$ cat config.mk
export PLATFORM = sky130hd
export DESIGN_NAME = wake_intc
export DESIGN_NICKNAME = d
export VERILOG_FILES = /design/src/rtl/wake_intc_pkg.sv /design/src/rtl/wake_sync.sv /design/src/rtl/wake_detect.sv /design/src/rtl/wake_merge.sv /design/src/rtl/wake_intc.sv
export SDC_FILE = /design/constraint.sdc
export NUM_CORES = 1
export LEC_CHECK = 0
export BUFFER_PORTS_ARGS = -buffer_cell sky130_fd_sc_hd__buf_2
export CAP_MARGIN = 15
export CORE_ASPECT_RATIO = 0.6
export CORE_MARGIN = 2
export CORE_UTILIZATION = 50
export CTS_CLUSTER_DIAMETER = 50
export DETAILED_ROUTE_END_ITERATION = 6
export HOLD_SLACK_MARGIN = 0.08
export PLACE_DENSITY = 0.66
export SYNTH_ARGS = -nofsm -noshare
export SYNTH_HDL_FRONTEND = slang
export SYNTH_HIERARCHICAL = 1
export SYNTH_SLANG_ARGS = --single-unit
$ cat constraint.sdc
create_clock -name clk -period 4.42 [get_ports clk]
set_input_delay 0.884 -clock clk [delete_from_list [all_inputs] [get_ports clk]]
set_output_delay 0.884 -clock clk [all_outputs]
set_load 0.02 [all_outputs]
$ cat src/rtl/wake_intc_pkg.sv
package wake_intc_pkg;
  typedef enum logic [3:0] {
    K_TYPE  = 4'd0,
    K_POL   = 4'd1,
    K_EITH  = 4'd2,
    K_INEN  = 4'd3,
    K_IREN  = 4'd4,
    K_PEND  = 4'd5,
    K_CLR   = 4'd6,
    K_LIVE  = 4'd7,
    K_GSEL  = 4'd8
  } reg_kind_e;
endpackage

$ cat src/rtl/wake_sync.sv
module wake_sync #(
  parameter int W = 8
) (
  input  logic         clk,
  input  logic         rst_n,
  input  logic [W-1:0] async_in,
  output logic [W-1:0] sync_out
);
  logic [W-1:0] stage1;

  always_ff @(posedge clk) begin
    if (!rst_n) begin
      stage1   <= '0;
      sync_out <= '0;
    end else begin
      stage1   <= async_in;
      sync_out <= stage1;
    end
  end
endmodule

$ cat src/rtl/wake_detect.sv
module wake_detect #(
  parameter int LINES = 8
) (
  input  logic             clk,
  input  logic             rst_n,
  input  logic [LINES-1:0] lvl,
  input  logic [LINES-1:0] inen,
  input  logic [LINES-1:0] is_level,
  input  logic [LINES-1:0] pol,
  input  logic [LINES-1:0] either,
  input  logic [LINES-1:0] clr,
  output logic [LINES-1:0] pend,
  output logic [LINES-1:0] set_hit
);
  // polarity 0: active high, polarity 1: active low
  function automatic logic [LINES-1:0] level_match(input logic [LINES-1:0] cur,
                                                   input logic [LINES-1:0] p);
    return cur ^ p;
  endfunction

  // any change qualifies when either is set, else the new value must match ~p
  function automatic logic [LINES-1:0] edge_match(input logic [LINES-1:0] cur,
                                                  input logic [LINES-1:0] prev,
                                                  input logic [LINES-1:0] p,
                                                  input logic [LINES-1:0] e);
    return (cur ^ prev) & (e | (cur ^ p));
  endfunction

  logic [LINES-1:0] gated;
  logic [LINES-1:0] gated_q;

  assign gated   = lvl & inen;
  assign set_hit = inen & ((is_level & level_match(lvl, pol)) |
                           (~is_level & edge_match(gated, gated_q, pol, either)));

  always_ff @(posedge clk) begin
    if (!rst_n) begin
      gated_q <= '0;
      pend    <= '0;
    end else begin
      gated_q <= gated;
      pend    <= (pend & ~clr) | set_hit;
    end
  end
endmodule

$ cat src/rtl/wake_merge.sv
module wake_merge #(
  parameter int GROUPS = 8,
  parameter int LINES  = 8,
  parameter int IRQS   = 4
) (
  input  logic [GROUPS*LINES-1:0] pend_flat,
  input  logic [GROUPS*LINES-1:0] iren_flat,
  input  logic [IRQS*GROUPS-1:0]  gsel_flat,
  output logic [IRQS-1:0]         irq_out
);
  function automatic logic any_active(input logic [LINES-1:0] p,
                                      input logic [LINES-1:0] en);
    return |(p & en);
  endfunction

  logic [GROUPS-1:0] grp_req;

  for (genvar g = 0; g < GROUPS; g++) begin : g_req
    assign grp_req[g] = any_active(pend_flat[g*LINES +: LINES],
                                   iren_flat[g*LINES +: LINES]);
  end

  for (genvar i = 0; i < IRQS; i++) begin : g_irq
    assign irq_out[i] = |(grp_req & gsel_flat[i*GROUPS +: GROUPS]);
  end
endmodule

$ cat src/rtl/wake_intc.sv
module wake_intc
  import wake_intc_pkg::*;
#(
  parameter int GROUPS = 8,
  parameter int LINES  = 8,
  parameter int IRQS   = 4,
  parameter int KIND_W = 4,
  localparam int IDX_W  = $clog2(GROUPS),
  localparam int ADDR_W = KIND_W + IDX_W,
  localparam int DATA_W = (LINES > GROUPS) ? LINES : GROUPS,
  localparam int TOTAL  = GROUPS * LINES
) (
  input  logic              clk,
  input  logic              rst_n,
  input  logic              reg_we,
  input  logic [ADDR_W-1:0] reg_addr,
  input  logic [DATA_W-1:0] reg_wdata,
  output logic [DATA_W-1:0] reg_rdata,
  input  logic [TOTAL-1:0]  wake_in,
  output logic [IRQS-1:0]   irq_out
);
  reg_kind_e        kind;
  logic [IDX_W-1:0] idx;
  assign kind = reg_kind_e'(reg_addr[ADDR_W-1:IDX_W]);
  assign idx  = reg_addr[IDX_W-1:0];

  logic [TOTAL-1:0] live_flat;
  logic [TOTAL-1:0] pend_flat;
  logic [TOTAL-1:0] iren_flat;
  logic [TOTAL-1:0] inen_flat;
  logic [TOTAL-1:0] set_flat;
  logic [TOTAL-1:0] clr_flat;
  logic [IRQS*GROUPS-1:0] gsel_flat;

  logic [LINES-1:0]  type_a [GROUPS];
  logic [LINES-1:0]  pol_a  [GROUPS];
  logic [LINES-1:0]  eith_a [GROUPS];
  logic [LINES-1:0]  inen_a [GROUPS];
  logic [LINES-1:0]  iren_a [GROUPS];
  logic [GROUPS-1:0] gsel_a [GROUPS];

  wake_sync #(.W(TOTAL)) u_sync (
    .clk(clk), .rst_n(rst_n), .async_in(wake_in), .sync_out(live_flat)
  );

  for (genvar g = 0; g < GROUPS; g++) begin : g_grp
    logic hit;
    assign hit = reg_we && (idx == IDX_W'(g));

    always_ff @(posedge clk) begin
      if (!rst_n) begin
        type_a[g] <= '0;
        pol_a[g]  <= '0;
        eith_a[g] <= '0;
        inen_a[g] <= '0;
        iren_a[g] <= '0;
      end else if (hit) begin
        case (kind)
          K_TYPE: type_a[g] <= reg_wdata[LINES-1:0];
          K_POL:  pol_a[g]  <= reg_wdata[LINES-1:0];
          K_EITH: eith_a[g] <= reg_wdata[LINES-1:0];
          K_INEN: inen_a[g] <= reg_wdata[LINES-1:0];
          K_IREN: iren_a[g] <= reg_wdata[LINES-1:0];
          default: ;
        endcase
      end
    end

    assign clr_flat[g*LINES +: LINES]  = (hit && kind == K_CLR) ? reg_wdata[LINES-1:0] : '0;
    assign iren_flat[g*LINES +: LINES] = iren_a[g];
    assign inen_flat[g*LINES +: LINES] = inen_a[g];

    wake_detect #(.LINES(LINES)) u_det (
      .clk     (clk),
      .rst_n   (rst_n),
      .lvl     (live_flat[g*LINES +: LINES]),
      .inen    (inen_a[g]),
      .is_level(type_a[g]),
      .pol     (pol_a[g]),
      .either  (eith_a[g]),
      .clr     (clr_flat[g*LINES +: LINES]),
      .pend    (pend_flat[g*LINES +: LINES]),
      .set_hit (set_flat[g*LINES +: LINES])
    );

    if (g < IRQS) begin : g_sel
      always_ff @(posedge clk) begin
        if (!rst_n)                    gsel_a[g] <= '0;
        else if (hit && kind == K_GSEL) gsel_a[g] <= reg_wdata[GROUPS-1:0];
      end
      assign gsel_flat[g*GROUPS +: GROUPS] = gsel_a[g];
    end else begin : g_nosel
      assign gsel_a[g] = '0;
    end
  end

  always_comb begin
    reg_rdata = '0;
    case (kind)
      K_TYPE: reg_rdata = DATA_W'(type_a[idx]);
      K_POL:  reg_rdata = DATA_W'(pol_a[idx]);
      K_EITH: reg_rdata = DATA_W'(eith_a[idx]);
      K_INEN: reg_rdata = DATA_W'(inen_a[idx]);
      K_IREN: reg_rdata = DATA_W'(iren_a[idx]);
      K_PEND: reg_rdata = DATA_W'(pend_flat[idx*LINES +: LINES]);
      K_LIVE: reg_rdata = DATA_W'(live_flat[idx*LINES +: LINES]);
      K_GSEL: reg_rdata = DATA_W'(gsel_a[idx]);
      default: reg_rdata = '0;
    endcase
  end

  wake_merge #(.GROUPS(GROUPS), .LINES(LINES), .IRQS(IRQS)) u_merge (
    .pend_flat(pend_flat),
    .iren_flat(iren_flat),
    .gsel_flat(gsel_flat),
    .irq_out  (irq_out)
  );
endmodule

==> run summary <==
status - finished, final reports clean
Core Region - 55700 um2
sequential area share after synthesis - 0.545
Worst-path clk slew - 60 ps
max-slew violation count - 0
initial antenna violation count - 8
R2R cell count - 3
CTS Buffer Depth - 3
Worst setup EP type - output pin
hold depth - 1
Main synth FF type - edfxtp_1
CTS Buf Count - 57
final setup skew - 19.0 ps
hpwl dp - 83300 um
commonest non-fill, non-tap cells in the layout - and2_1, edfxtp_1, dfxtp_1
DIE WIDTH - 311 um
Post-Syn Nets - 2458
Clk Tree Root Cell - clkbuf_16
WL met3 - 21600 um
CP Launch Type - input pin
Max-Cap Viols - 0
first-pass GRT wire length - 152000 um
Req. time, crit path - 3540 ps
# nets final - 2593
Synth area leader - edfxtp_1
Clock power frac - 0.405
gr usage total - 0.376
WP data arrival - 3420 ps
drc violations - 0
Pint - 0.00969 W
Fin. Hold Viols - 0
RSZ-0062 raised after global routing - false
worst vdd ir - 0.000282 V
worst rel slew slack - 0.244
#FFs+latches synth - 608
Synth Instances - 2376
fmax - 233 MHz
initial drt markers - 3426
Util after Layout - 0.574
crit path cell chain - buf_6 -> mux4_2 -> mux2i_1 -> o21ai_0 -> nor3_1 -> buf_4 -> nand3_1 -> buf_2
Slew @ Worst Pin - 1130 ps
vias in the first global route - 19200
synth warn - 6
vias - 21100
Tcrit/Tclk final - 0.973
die area - 58400 um2
Final GP Congestion - 1.05
syn avg cell area - 11.9 um2
vias per cell - 6.35
Comb pwr share - 0.090
Leak - 12.6 nW
Seq pwr share - 0.505
Site Rows - 67
final setup vio count - 0
Synth area leaders - edfxtp_1, dfxtp_1, and2_1
detailed-router iteration count before antenna repair - 5
WL/cell - 33.3 um
Crit path largest cell delay - 580 ps
slowest cell on the critical path - mux4_2
Overflow after GRT - 0
Tot Pwr - 0.0131 W
max layer used - met5
post-route minimum period - 4300 ps
worst hold path type - reg -> reg
final WL - 111000 um
PortBufs - 93
largest net degree at the start of global routing - 138
Die Ht - 188 um
Synth async-reset ratio - 0
Multi-input gate area - 12100 um2
filler cell count in the final layout - 4605
synth unique cells - 63
most common cell after layout, fill and taps aside - and2_1
setup TNS - 0 ps
type of the worst setup path - in -> out
Routed Antenna Nets - 0
CP Buf/Inv Count - 3
latest clock arrival within the worst-skew pair - 650 ps
Met2 Wirelength - 39200 um
CTS HTree Levels - 2
CTS tree - built
CTS Sinks - 608
switching power total - 0.00339 W
crit path max fanout - 52
Levels on crit path - 8
Synth Cell Area - 28200 um2
Synth-to-Final Area Change - 13.4%
Yosys top cell area share - 0.341
Starting Density - 0.506
Sequential Area - 15400 um2
Top delay family on crit path - multiplexers
wire length on met1 - 47400 um
Sw Share - 0.259
WHS - 428 ps
pwr/cell area - 409 nW/um2
layout cells sized above 1 - 0.208
# IOs - 94
number of synthesized flops with an enable pin - 320
## power groups by stage
stage | Combinational [W] | Sequential (W) | Clock [W]
finish | 0.00118 | 0.00661 | 0.00529
global route | 0.00122 | 0.00660 | 0.00554
CTS | 0.00113 | 0.00656 | 0.00533
detailed placement | 0.00112 | 0.00668 | 0
global placement | 0.00111 | 0.00669 | 0
floorplan | 0.000696 | 0.00644 | 0
## timing repair
action,in CTS,in global routing
hold buffers,0,0
endpoints found under the setup margin,0,1
gates resized for setup,0,1
buffers inserted,0,0
## cell families after synthesis
| family | Yosys count | synth area share |
|---|---|---|
| flip-flops | 608 | 0.545 |
| AND/OR/NAND/NOR | 1029 | 0.213 |
| XOR/XNOR | 128 | 0.0398 |
| buffers and inverters | 143 | 0.0254 |
| multiplexers | 127 | 0.0815 |
| AO/OA/AOI/OAI | 341 | 0.0950 |
## registers in the layout, indices dropped and copies added, names as in the netlist
signal	count
eith_a	64
g_grp.u_det/gated_q	64
g_grp.u_det/pend	64
gsel_a	32
inen_a	64
iren_a	64
pol_a	64
type_a	64
u_sync/stage1	64
u_sync/sync_out	64
## final timing paths
path / startpoint / endpoint / slack (ps)
worst max-delay path: reg_addr[1] / reg_rdata[4] / 120
worst min-delay path: u_sync/stage1[23]$_SDFF_PN0_ / u_sync/sync_out[23]$_SDFF_PN0_ / 430
worst max register to register: u_sync/sync_out[63]$_SDFF_PN0_ / g_grp[7].u_det/pend[7]$_SDFF_PN0_ / 2860
worst min register to register: u_sync/stage1[23]$_SDFF_PN0_ / u_sync/sync_out[23]$_SDFF_PN0_ / 430
## layer usage
metal / vias up / track usage
met1: 10500 / 0.570
met3: 167 / 0.217
li1: 8797 / -
met4: 6 / 0.0756
met2: 1608 / 0.447
met5: - / 0
## area by class of cell
class,count,area share
Clock buffer,76,0.0529
Antenna cell,7,0.000548
Clock inverter,31,0.0104
Timing Repair Buffer,215,0.0459
Inverter,4,0.000470
Multi-Input combinational cell,1625,0.379
Sequential cell,608,0.481
Tap cell,759,0.0297
## cells in the mapped netlist, types with 5 or more instances
cell,instances
and2_1,485
edfxtp_1,320
dfxtp_1,288
nor2b_1,146
nand2_1,144
xor2_1,128
mux4_2,81
clkbuf_1,72
o21a_1,64
o221a_2,64
nor2_1,62
and3_1,58
a22oi_1,51
o21ai_0,46
buf_2,44
nand3_1,44
mux2i_1,35
and2_2,27
a21oi_1,22
a21boi_0,19
nand4_1,18
a31oi_1,16
buf_6,14
a22oi_2,12
mux2_2,11
o22ai_1,10
nor3_1,9
a211oi_1,8
and3_2,8
a21boi_1,5
o211ai_1,5
## worst reg2reg max path, cell delays in order (launching register included)
cell and delay [ps]:
dfxtp_1 680, xor2_1 190, o221a_2 390, o21a_1 210
## through the flow
stage	area, um2	setup slack [ps]	instances
after global routing	32000	131	3318
after floorplan	28200	917	2376
after global placement	29900	103	3211
after CTS	31900	101	3318
final	32000	121	3325
after detailed placement	29900	92.7	3211
(Power assumes the default switching activity.)
